**src/rtl/unlock_pkg.sv**
```systemverilog
package unlock_pkg;

    localparam int WORD_W = 16;

    localparam logic [14:0] KEY_ADDR_A = 15'h5555;
    localparam logic [14:0] KEY_ADDR_B = 15'h2AAA;

    localparam logic [WORD_W-1:0] KEY_D_PRE1   = 16'hAAAA;
    localparam logic [WORD_W-1:0] KEY_D_PRE2   = 16'h5555;
    localparam logic [WORD_W-1:0] KEY_D_PROT   = 16'hA0A0;
    localparam logic [WORD_W-1:0] KEY_D_LONG   = 16'h8080;
    localparam logic [WORD_W-1:0] KEY_D_UNPROT = 16'h2020;
    localparam logic [WORD_W-1:0] KEY_D_IDIN   = 16'h9090;
    localparam logic [WORD_W-1:0] KEY_D_IDOUT  = 16'hF0F0;

    localparam logic [WORD_W-1:0] CODE_MAKER  = 16'h001F;
    localparam logic [WORD_W-1:0] CODE_DEVICE = 16'h0025;

    typedef enum logic [2:0] {
        ST_IDLE,
        ST_P1,
        ST_P2,
        ST_LONG,
        ST_Q1,
        ST_Q2
    } step_t;

    typedef struct packed {
        logic prot_set;
        logic prot_clr;
        logic id_enter;
        logic id_leave;
    } key_evt_t;

    function automatic logic at_a(input logic [WORD_W-1:0] a);
        return a[14:0] == KEY_ADDR_A;
    endfunction

    function automatic logic at_b(input logic [WORD_W-1:0] a);
        return a[14:0] == KEY_ADDR_B;
    endfunction

    function automatic logic is_opener(input logic [WORD_W-1:0] a,
                                       input logic [WORD_W-1:0] d);
        return at_a(a) && (d == KEY_D_PRE1);
    endfunction

endpackage

```
**src/rtl/unlock_step_fsm.sv**
```systemverilog
module unlock_step_fsm
    import unlock_pkg::*;
(
    input  logic              clk,
    input  logic              rst,
    input  logic              ld_valid,
    input  logic [WORD_W-1:0] ld_addr,
    input  logic [WORD_W-1:0] ld_data,
    output key_evt_t          evt
);

    step_t state_q, state_d;
    step_t restart;

    always_comb begin
        restart = is_opener(ld_addr, ld_data) ? ST_P1 : ST_IDLE;
        state_d = state_q;
        evt     = '0;
        if (ld_valid) begin
            state_d = restart;
            unique case (state_q)
                ST_IDLE: state_d = restart;
                ST_P1: if (at_b(ld_addr) && ld_data == KEY_D_PRE2) state_d = ST_P2;
                ST_P2: if (at_a(ld_addr)) begin
                    if (ld_data == KEY_D_PROT) begin
                        evt.prot_set = 1'b1;
                        state_d      = ST_IDLE;
                    end else if (ld_data == KEY_D_LONG) begin
                        state_d = ST_LONG;
                    end else if (ld_data == KEY_D_IDIN) begin
                        evt.id_enter = 1'b1;
                        state_d      = ST_IDLE;
                    end else if (ld_data == KEY_D_IDOUT) begin
                        evt.id_leave = 1'b1;
                        state_d      = ST_IDLE;
                    end
                end
                ST_LONG: if (is_opener(ld_addr, ld_data)) state_d = ST_Q1;
                ST_Q1: if (at_b(ld_addr) && ld_data == KEY_D_PRE2) state_d = ST_Q2;
                ST_Q2: if (at_a(ld_addr) && ld_data == KEY_D_UNPROT) begin
                    evt.prot_clr = 1'b1;
                    state_d      = ST_IDLE;
                end
                default: state_d = ST_IDLE;
            endcase
        end
    end

    always_ff @(posedge clk) begin
        if (rst) state_q <= ST_IDLE;
        else     state_q <= state_d;
    end

    // at most one key completes per load
    a_r3_single_event: assert property (@(posedge clk) disable iff (rst)
        $onehot0({evt.prot_set, evt.prot_clr, evt.id_enter, evt.id_leave}));

    // a load to neither key address leaves the matcher idle
    a_r6_offkey_idle: assert property (@(posedge clk) disable iff (rst)
        (ld_valid && !at_a(ld_addr) && !at_b(ld_addr)) |=> state_q == ST_IDLE);

endmodule

```
**src/rtl/unlock_id_timer.sv**
```systemverilog
module unlock_id_timer #(
    parameter int WAIT = 50000
) (
    input  logic clk,
    input  logic rst,
    input  logic go,
    input  logic go_target,
    output logic mode
);

    localparam int CNT_W = $clog2(WAIT + 1);

    logic [CNT_W-1:0] cnt_q;
    logic             tgt_q;
    logic             mode_q;

    always_ff @(posedge clk) begin
        if (rst) begin
            cnt_q  <= '0;
            tgt_q  <= 1'b0;
            mode_q <= 1'b0;
        end else if (go) begin
            cnt_q <= CNT_W'(WAIT);
            tgt_q <= go_target;
        end else if (cnt_q != '0) begin
            cnt_q <= cnt_q - 1'b1;
            if (cnt_q == CNT_W'(1)) mode_q <= tgt_q;
        end
    end

    assign mode = mode_q;

    // mode cannot move while more than one cycle of wait remains
    a_r7_hold_while_waiting: assert property (@(posedge clk) disable iff (rst)
        (cnt_q > CNT_W'(1)) |=> $stable(mode_q));

    // with no wait pending and no new request, mode stays put
    a_r7_hold_when_quiet: assert property (@(posedge clk) disable iff (rst)
        (cnt_q == '0 && !go) |=> $stable(mode_q));

endmodule

```
**src/rtl/unlock_seq_decoder.sv**
```systemverilog
module unlock_seq_decoder
    import unlock_pkg::*;
#(
    parameter int ID_WAIT = 50000
) (
    input  logic        clk,
    input  logic        rst,
    input  logic        ld_valid,
    input  logic [15:0] ld_addr,
    input  logic [15:0] ld_data,
    input  logic        prog_done,
    input  logic [15:0] rd_addr,
    input  logic [15:0] arr_rdata,
    output logic [15:0] rd_data,
    output logic        wr_allow,
    output logic        prot_on,
    output logic        id_mode
);

    key_evt_t evt;
    logic     prot_q = 1'b0;
    logic     pend_set_q, pend_clr_q, auth_q;
    logic     prot_evt;

    unlock_step_fsm u_fsm (
        .clk      (clk),
        .rst      (rst),
        .ld_valid (ld_valid),
        .ld_addr  (ld_addr),
        .ld_data  (ld_data),
        .evt      (evt)
    );

    unlock_id_timer #(.WAIT(ID_WAIT)) u_idt (
        .clk       (clk),
        .rst       (rst),
        .go        (evt.id_enter | evt.id_leave),
        .go_target (evt.id_enter),
        .mode      (id_mode)
    );

    assign prot_evt = evt.prot_set | evt.prot_clr;

    always_ff @(posedge clk) begin
        if (rst) begin
            pend_set_q <= 1'b0;
            pend_clr_q <= 1'b0;
            auth_q     <= 1'b0;
        end else if (prot_evt) begin
            pend_set_q <= evt.prot_set;
            pend_clr_q <= evt.prot_clr;
            auth_q     <= 1'b1;
        end else if (prog_done) begin
            pend_set_q <= 1'b0;
            pend_clr_q <= 1'b0;
            auth_q     <= 1'b0;
        end
    end

    // protection state survives reset on purpose
    always_ff @(posedge clk) begin
        if (prog_done) begin
            if (pend_set_q)      prot_q <= 1'b1;
            else if (pend_clr_q) prot_q <= 1'b0;
        end
    end

    assign prot_on  = prot_q;
    assign wr_allow = !prot_q || auth_q;

    always_comb begin
        rd_data = arr_rdata;
        if (id_mode && rd_addr[15:1] == '0)
            rd_data = rd_addr[0] ? CODE_DEVICE : CODE_MAKER;
    end

    // protection moves only right after a period completes
    a_r5_prot_on_done: assert property (@(posedge clk) disable iff (rst)
        !$stable(prot_q) |-> $past(prog_done));

    // a finished period without a new key withdraws authorisation
    a_r4_auth_drops: assert property (@(posedge clk) disable iff (rst)
        (prog_done && !prot_evt) |=> !auth_q);

    // substituted codes are byte-sized
    a_r8_code_width: assert property (@(posedge clk) disable iff (rst)
        (id_mode && rd_addr[15:1] == '0) |-> rd_data[15:8] == 8'h00);

endmodule

```
**config.mk**
```make
export PLATFORM = sky130hd
export DESIGN_NAME = unlock_seq_decoder
export DESIGN_NICKNAME = d
export VERILOG_FILES = /design/src/rtl/unlock_pkg.sv /design/src/rtl/unlock_step_fsm.sv /design/src/rtl/unlock_id_timer.sv /design/src/rtl/unlock_seq_decoder.sv
export SDC_FILE = /design/constraint.sdc
export NUM_CORES = 1
export LEC_CHECK = 0
export ABC_CLOCK_PERIOD_IN_PS = 1780
export BUFFER_PORTS_ARGS = -buffer_cell sky130_fd_sc_hd__buf_2
export CAP_MARGIN = 30
export CORE_MARGIN = 2
export CORE_UTILIZATION = 25
export DETAILED_ROUTE_END_ITERATION = 8
export HOLD_SLACK_MARGIN = 0.02
export PLACE_DENSITY = 0.59
export SLEW_MARGIN = 15
export SYNTH_ARGS = -nofsm -noshare
export SYNTH_HDL_FRONTEND = slang
export SYNTH_SLANG_ARGS = --single-unit
```
**constraint.sdc**
```tcl
create_clock -name clk -period 1.78 [get_ports clk]
set_input_delay 0.356 -clock clk [delete_from_list [all_inputs] [get_ports clk]]
set_output_delay 0.356 -clock clk [all_outputs]
set_load 0.05 [all_outputs]
```
==> results of run 1 <==
==> kinds of logic after synthesis <==
group	count (synthesis)	share of synthesized area [%]
AOI/OAI and AO/OA	45	16.9
xor gates and xnor gates	6	3.08
adders and majority gates	2	1.46
buffers and inverters	7	1.54
DFF	25	29.9
muxes	3	1.90
and+or+nand+nor	120	45.3
==> critical path, cell delays in order, from the launching register on <==
cell,delay [ns]
dfxtp_4,0.35
nor4b_4,0.18
nand4_1,0.14
buf_6,0.18
mux2_2,0.28
buf_6,0.15
==> registers in the layout (all words and copies together) (netlist names) <==
name           cells
u_fsm.state_q      3
u_idt.mode         1
u_idt.tgt_q        1
pend_clr_q         1
prot_on            1
pend_set_q         1
auth_q             1
u_idt.cnt_q       16
==> worst max-delay path by stage <==
stage | startpoint | end | slack, ns | cells past startpoint
2_1_floorplan | u_idt.mode | rd_data[10] | 0.006 | 4
3_3_place_gp | ld_addr[1] | pend_set_q | -0.16 | 6
3_5_place_dp | rd_addr[2] | rd_data[1] | -0.20 | 7
4_1_cts | u_idt.mode | rd_data[5] | -0.12 | 5
5_1_grt | u_idt.mode | rd_data[5] | -0.20 | 5
6_report | u_idt.mode | rd_data[5] | -0.12 | 5
==> placed cells by master, fill, tap and decap left out, types with 10 or more instances in the layout <==
cell / netlist / routed
a21oi_1: 16 / 14
and2_2: 0 / 10
buf_6: 0 / 17
buf_2: 0 / 69
nand4_1: 13 / 13
nor4bb_1: 11 / 11
dfxtp_1: 24 / 20
buf_4: 0 / 40
nor2_1: 16 / 15
==> metrics by stage <==
stage | utilization, % | instances | setup TNS, ns | hold slack (ns)
5_1_grt | 41.7 | 417 | -2.44 | 0.393
2_1_floorplan | - | 208 | 0 | 0.424
6_report | 41.7 | 417 | -0.935 | 0.380
4_1_cts | 40.6 | 416 | -0.882 | 0.379
3_5_place_dp | 38.1 | 411 | -2.73 | 0.446
3_3_place_gp | 38.1 | 411 | -2.84 | 0.442
==> final cells by class <==
class / count / area, sq um
repair buffers: 127 / 857
clock buffers: 3 / 41.3
multi-input cells: 176 / 1260
fillers: 666 / 3920
clock inverters: 1 / 7.51
well taps: 80 / 100
inverters: 5 / 18.8
flip-flops and latches: 25 / 518
==> power breakdown <==
group	internal [mW]	switching [mW]	total, mW
clock network	0.159	0.186	0.345
logic	1.03	0.981	2.01
registers	0.711	0.133	0.844
==> repair_timing <==
action,4_1_cts,5_1_grt
pin swaps,3,3
resized for setup,35,16
setup endpoints to repair,19,29
buffers inserted,1,1
==> per-layer routing <==
metal	GRT usage (%)	wire (um)	share of wire [%]	vias up
met5	0	0	0	-
met4	3.41	47	0.89	0
met3	1.71	189	3.6	5
met2	22.2	2620	49	47
met1	19.7	2440	46	955
li1	-	-	-	1076
==> out/qor.csv, run 1 <==
metric;value;unit
synth_edf_count;1;
crit_fanout;17;
drtAntennaViolNets;0;
grt_max_degree;18;
htreeDepth;1;
crit_required;1.42;ns
hold_depth;3;
detail_route.wirelength;5300;um
vdd_drop_max;0.403;mV
synth_seq_cells;25;
period_minus_slack;1.90;ns
relSlewSlack;74.8;%
synthArstFlopShare;0;%
cts_buffers;3;
synth.avg_cell_area;8.21;sq um
syn-num-nets;278;
yosysTopAreaCellShare;28.1;%
grt_pass1_wl;8600;um
worst_slack;-0.122;ns
viasPerCell;5.00;
netlist_area;0.00171;sq mm
die_height;86.7;um
row_count;30;
start_util;25.4;%
clockRootBuffer;clkbuf_8;
worst_pin_slew;0.372;ns
maxCapViolCount;0;
pin_count;87;
synth_area_leaders;dfxtp_1 (28%), nor4bb_1 (6.4%), nand4_1 (4.8%);
critPathKind;reg2out;
leakagePower;1.18;nW
syn_inst;208;
die_area;0.00751;sq mm
violations;setup timing;
hold_buffers;0;
die_w;86.7;um
vias;2083;
core;0.00672;sq mm
drive_gt1_share;50.1;%
status;finished with violations;
antenna_cells;0;
synth_largest_area_cell;dfxtp_1;
fmax;0.526;GHz
drc;0;
slew_viol_final;0;
tritoncts;built;
cp-end-kind;output pin;
rsz0062_at_grt;true;
insertion_delay;0.27;ns
ys_warn_count;0;
area_growth_syn_to_layout;64.0;%
ys_types;48;
totalPowerFinal;3.20;mW
hold_start;prog_done;
grt_pass1_vias;1911;
drt-initial-drc-count;92;
firstDrtPassIters;4;
grt.overflow.total;0;
finalNetCount;408;
ff2ff_setup_slack;-0.10;ns
synthTopCellsByCount;dfxtp_1 (24), a21oi_1 (16), nor2_1 (16);
placed_area;0.00256;sq mm
final_cell_area;0.00280;sq mm
hold_violations;0;
critPathLaunchType;flip-flop;
wl_per_cell;12.7;um
synthFlopType;dfxtp_1;
hp-class;in2reg;
power_density;1140;mW/mm^2
reg2regPathDepth;5;
place.gp.congestion;0.829;
min_to;pend_clr_q;
setup_violations;15;
clk_path_buf_depth;2;
track_usage;13.9;%
yosys.cell_count.top_type;dfxtp_1;
r2r-start;u_idt.cnt_q[2];
cts_num_sinks;25;
arrival;1.55;ns
finClkSkew;0.00405;ns
dp_slack;-0.204;ns
grt_antenna_before_repair;0;
synth_seq_area_share;29.9;%
hpwl;4200;um
min_period_over_period;107;%
io_buffers;85;
worstReg2RegEnd;u_idt.cnt_q[15];
clkTransAtPathRegs;0.09;ns
No activity file was read; power rests on OpenSTA's default activity.
==> run 2: changes to the inputs <==
--- a/config.mk
+++ b/config.mk
@@ -13,7 +13,9 @@
 export DETAILED_ROUTE_END_ITERATION = 8
 export HOLD_SLACK_MARGIN = 0.02
 export PLACE_DENSITY = 0.59
+export REMOVE_ABC_BUFFERS = 1
 export SLEW_MARGIN = 15
 export SYNTH_ARGS = -nofsm -noshare
 export SYNTH_HDL_FRONTEND = slang
 export SYNTH_SLANG_ARGS = --single-unit
+export TNS_END_PERCENT = 50
==> run 2 against run 1 <==
The run still ends with setup timing left. Global-route usage decreased by 0.99 points. Die area did not move. Via count down 1.8%. First-iteration DRC count decreased by 18%. Clock power about the same. Clock skew is 0.0019 ns lower. Worst setup slack got worse by 0.0026 ns. Maximum frequency is 0.14% lower. Critical endpoint is now rd_data[6]. Largest cell class unchanged.
==> out/qor.csv, run 2 (synthesized netlist as in run 1, its figures left out) <==
metric;value;unit
met2WireLength;2600;um
io_buffers;85;
status;finished with violations;
drt-initial-drc-count;75;
grt_pass1_wl;8170;um
final_cell_area;0.00277;sq mm
setup_violations;19;
path_cells;nor4b_4 > nand4_1 > buf_4 > and2_1 > buf_6;
highest_layer;met4;
rsz0062_at_grt;true;
critPathLaunchType;flip-flop;
power_density;1110;mW/mm^2
hold_depth;3;
place.gp.congestion;0.832;
firstDrtPassIters;4;
die_height;86.7;um
row_count;30;
vias;2046;
hp-class;in2reg;
min_to;pend_clr_q;
arrival;1.55;ns
r2r-start;u_idt.cnt_q[6];
htreeDepth;1;
vdd_drop_max;0.402;mV
tritoncts;built;
wl_per_cell;12.1;um
die_area;0.00751;sq mm
cts_buffers;3;
cp-end-kind;output pin;
regMostFlops;u_idt.cnt_q;
worstReg2RegEnd;u_idt.cnt_q[11];
track_usage;12.9;%
final_cell_mix;buf_2 (69), buf_4 (44), dfxtp_1 (23);
hold_violations;0;
hpwl;4020;um
viasPerCell;4.89;
startpoint;u_idt.mode;
worst_slack;-0.125;ns
cts_num_sinks;25;
worst_pin_slew;0.386;ns
slew_viol_final;0;
slowest_stage;dfxtp_2;
drc;0;
grt.overflow.total;0;
wl_met3;159;um
wl_met1;2260;um
violations;setup timing;
placed_area;0.00256;sq mm
largest_reg_flops;16;
grt_max_degree;16;
clockRootBuffer;clkbuf_8;
clk_path_buf_depth;2;
period_minus_slack;1.90;ns
reg_top3;u_idt.cnt_q x16, u_fsm.state_q x3;
placedCellCount;414;
hold_start;prog_done;
grt_antenna_before_repair;0;
maxCapViolCount;0;
crit_fanout;8;
nFillCells;695;
crit_required;1.42;ns
stdcell_count;418;
min_period_over_period;107;%
core;0.00672;sq mm
pin_count;87;
finClkSkew;0.00216;ns
relSlewSlack;74.1;%
area_growth_syn_to_layout;62.2;%
die_w;86.7;um
critPathKind;reg2out;
final_common_cell;buf_2;
grt_pass1_vias;1894;
cpPeakStageDelay;0.34;ns
reg2regPathDepth;6;
drive_gt1_share;45.3;%
insertion_delay;0.27;ns
clkTransAtPathRegs;0.09;ns
finalNetCount;409;
detail_route.wirelength;5040;um
drtAntennaViolNets;0;
antenna_cells;0;
leakagePower;1.17;nW
ff2ff_setup_slack;-0.10;ns
fmax;0.525;GHz
start_util;25.4;%
-- run 2: changes by cell type in the layout (fill, tap and decap cells not counted), sizes merged --
cell	delta
buf	+1
-- run 2: what timing repair did --
item	in CTS	in global routing
setup buffers	0	0
pin swaps	7	2
hold buffers	0	0
setup endpoints to repair	19	30
gates resized for setup	37	8
-- run 2: area by class of cell --
| class | count | area [sq um] | area share [%] |
|---|---|---|---|
| well taps | 80 | 100 | 3.61 |
| flip-flops and latches | 25 | 512 | 18.5 |
| inverters | 5 | 18.8 | 0.678 |
| repair buffers | 128 | 857 | 30.9 |
| clock buffers | 3 | 41.3 | 1.49 |
| multi-input cells | 176 | 1230 | 44.5 |
| clock inverters | 1 | 7.51 | 0.271 |
-- run 2: per-layer routing --
layer  GRT usage [%]  vias to the layer above
met2            22.2                       40
met4            2.13                        0
met5               0                        -
met3            1.43                        2
met1            17.5                      933
li1                -                     1071
-- run 2: how the worst max path moves through the flow --
stage	to	cells after the start	slack (ns)
2_1_floorplan	rd_data[1]	4	-0.48
3_3_place_gp	pend_set_q	6	-0.16
3_5_place_dp	rd_data[3]	6	-0.18
4_1_cts	rd_data[3]	5	-0.14
5_1_grt	rd_data[4]	5	-0.22
6_report	rd_data[6]	5	-0.12
-- run 2: where the power goes --
| group | switching [mW] | internal [mW] | leakage [nW] | total [mW] |
|---|---|---|---|---|
| sequential | 0.105 | 0.707 | 0.208 | 0.812 |
| clock | 0.187 | 0.158 | 0.0217 | 0.346 |
| combinational | 0.951 | 0.964 | 0.941 | 1.92 |
-- run 2: per-stage QoR --
step	TNS (ns)	total power, mW	util, %	hold slack (ns)	setup WS, ns
finish	-1.95	3.07	41.2	0.381	-0.125
detailed placement	-3.52	2.62	38.1	0.455	-0.182
global route	-3.57	3.33	41.2	0.403	-0.217
floorplan	-5.61	1.86	-	0.425	-0.485
CTS	-2.23	3.02	40.6	0.376	-0.143
global placement	-3.23	2.61	38.1	0.450	-0.160
-- run 2: worst max-delay path, delay by kind of cell, from the launching register on --
kind	cells	cell delay, ns
buf+inv	2	0.38
simple gates	3	0.56
flops	1	0.34
==> run 3: changes to the inputs <==
--- a/config.mk
+++ b/config.mk
@@ -5,14 +5,15 @@
 export SDC_FILE = /design/constraint.sdc
 export NUM_CORES = 1
 export LEC_CHECK = 0
-export ABC_CLOCK_PERIOD_IN_PS = 1780
+export ABC_CLOCK_PERIOD_IN_PS = 2000
 export BUFFER_PORTS_ARGS = -buffer_cell sky130_fd_sc_hd__buf_2
 export CAP_MARGIN = 30
 export CORE_MARGIN = 2
 export CORE_UTILIZATION = 25
 export DETAILED_ROUTE_END_ITERATION = 8
 export HOLD_SLACK_MARGIN = 0.02
-export PLACE_DENSITY = 0.59
+export MAX_ROUTING_LAYER = met4
+export PLACE_DENSITY = 0.57
 export REMOVE_ABC_BUFFERS = 1
 export SLEW_MARGIN = 15
 export SYNTH_ARGS = -nofsm -noshare
==> constraint.sdc (replaced) <==
create_clock -name clk -period 2 [get_ports clk]
set_input_delay 0.4 -clock clk [delete_from_list [all_inputs] [get_ports clk]]
set_output_delay 0.4 -clock clk [all_outputs]
set_load 0.05 [all_outputs]
==> run 3 against run 2 <==
The run now ends clean. Core utilization fell by 4.5 points. Die area unchanged. Clock-buffer cell count unchanged. Wire length is 8.3% lower. Sequential cell count did not move. First-iteration DRC count increased by 21%. Largest power group unchanged.
==> out/qor.csv, run 3 (synthesized netlist as in run 1, its figures left out) <==
metric;value;unit
drtAntennaViolNets;0;
area_growth_syn_to_layout;44.5;%
ff2ff_setup_slack;0.06;ns
path_common_cell;buf_6;
grt_pass1_wl;7690;um
r2r-start;u_idt.cnt_q[3];
nFillCells;706;
core;0.00672;sq mm
slew_viol_final;0;
crit_fanout;17;
firstDrtPassIters;4;
startpoint;u_idt.mode;
whs;0.437;ns
final_cell_area;0.00247;sq mm
die_height;86.7;um
rsz0062_at_grt;true;
hp-class;in2reg;
cts_buffers;3;
grt.overflow.total;0;
antenna_cells;0;
drive_gt1_share;37.7;%
hpwl;3810;um
finalNetCount;384;
switching_share;42.4;%
final_cell_mix;buf_2 (81), dfxtp_1 (23), buf_4 (17);
pin_count;87;
cp-end-kind;output pin;
die_w;86.7;um
hold_violations;0;
worst_pin_slew;0.460;ns
grt_antenna_before_repair;0;
detail_route.wirelength;4620;um
crit_buf_inv;2;
fmax;0.511;GHz
largest_reg_flops;16;
critPathKind;reg2out;
cp_top_family;flip-flops;
htreeDepth;1;
intPower;1.37;mW
power_switching;1.00;mW
regMostFlops;u_idt.cnt_q;
grt_max_degree;18;
final_common_cell;buf_2;
worstReg2RegEnd;u_idt.cnt_q[15];
stdcell_count;393;
relSlewSlack;68.9;%
insertion_delay;0.27;ns
cpPeakStageDelay;0.35;ns
p_comb_share;55.7;%
start_util;25.4;%
arrival;1.56;ns
power_density;959;mW/mm^2
period_minus_slack;1.96;ns
clk_path_buf_depth;2;
clockRootBuffer;clkbuf_8;
post_cts_buffers;0;
row_count;30;
reg_top3;u_idt.cnt_q x16, u_fsm.state_q x3;
p_clk_share;12.8;%
crit_required;1.60;ns
wl_per_cell;11.8;um
slowest_stage;dfxtp_2;
place.gp.congestion;0.887;
worst_slack;0.0448;ns
leakagePower;1.02;nW
min_period_over_period;97.8;%
viasPerCell;5.06;
vdd_drop_max;0.263;mV
setup_tns;0;ns
cts_num_sinks;25;
crit_cells;5;
hold_start;prog_done;
critPathLaunchType;flip-flop;
clkTransAtPathRegs;0.09;ns
reg2regPathDepth;5;
hold_depth;3;
tritoncts;built;
dp_slack;-0.0767;ns
grt_pass1_vias;1763;
vias;1987;
status;completed;
seqPwrFrac;31.5;%
placed_area;0.00237;sq mm
track_usage;12.6;%
io_buffers;85;
drt-initial-drc-count;91;
endpoint;rd_data[5];
maxCapViolCount;0;
drc;0;
finClkSkew;0.00324;ns
placedCellCount;389;
die_area;0.00751;sq mm
path_cells;nor4b_4 > nand4_1 > buf_6 > mux2_2 > buf_6;
setup_violations;0;
[run 3: cell types whose count changed in the layout (fill, tap and decap cells not counted), moves of 2 or more]
cell	previous run	this run
and2_4	2	0
nor4_1	6	10
buf_2	69	81
buf_4	44	17
buf_6	13	4
nor4_2	5	1
and2_1	8	10
[run 3: power groups by stage]
stage               Sequential (mW)  Combinational (mW)  Clock (mW)
global placement              0.753                1.30           0
floorplan                     0.756               0.895           0
finish                        0.747                1.32       0.303
detailed placement            0.753                1.32           0
global route                  0.764                1.48       0.341
CTS                           0.743                1.33       0.313
[run 3: worst min-delay path by stage]
stage | to
global route | pend_set_q
global placement | prot_on
finish | pend_clr_q
floorplan | prot_on
CTS | pend_clr_q
detailed placement | prot_on
[run 3: layer usage]
layer  vias up  track usage, %  share of wire (%)
met5         -               -                  0
met4         0            3.98                1.3
met3         7            1.52                5.3
met2        64            19.4                 47
met1       895            17.2                 47
li1       1021               -                  -
[run 3: final cells by class]
class | count | area, sq um | share of cell area [%]
multi-input cells | 176 | 1190 | 48.4
clock buffers | 3 | 41.3 | 1.67
flip-flops and latches | 25 | 512 | 20.7
repair buffers | 103 | 598 | 24.2
inverters | 5 | 18.8 | 0.760
well taps | 80 | 100 | 4.05
clock inverters | 1 | 5.00 | 0.203
[run 3: through the flow]
| stage | power [mW] | utilization, % |
|---|---|---|
| 3_5_place_dp | 2.07 | 35.3 |
| 4_1_cts | 2.38 | 36.4 |
| 6_report | 2.37 | 36.7 |
| 2_1_floorplan | 1.65 | - |
| 5_1_grt | 2.58 | 36.7 |
| 3_3_place_gp | 2.06 | 35.3 |
[run 3: worst register-to-register path, stage by stage (launching register included)]
cell and delay [ns]:
dfxtp_1 0.33, or4_4 0.55, nor4_4 0.25, o21ai_2 0.15, or4_1 0.41, a31oi_1 0.18
[run 3: repair_timing]
| item | in CTS | in global routing |
|---|---|---|
| hold buffers | 0 | 0 |
| hold endpoints to repair | 0 | 0 |
| gates resized for setup | 8 | 5 |
| setup endpoints to repair | 4 | 4 |
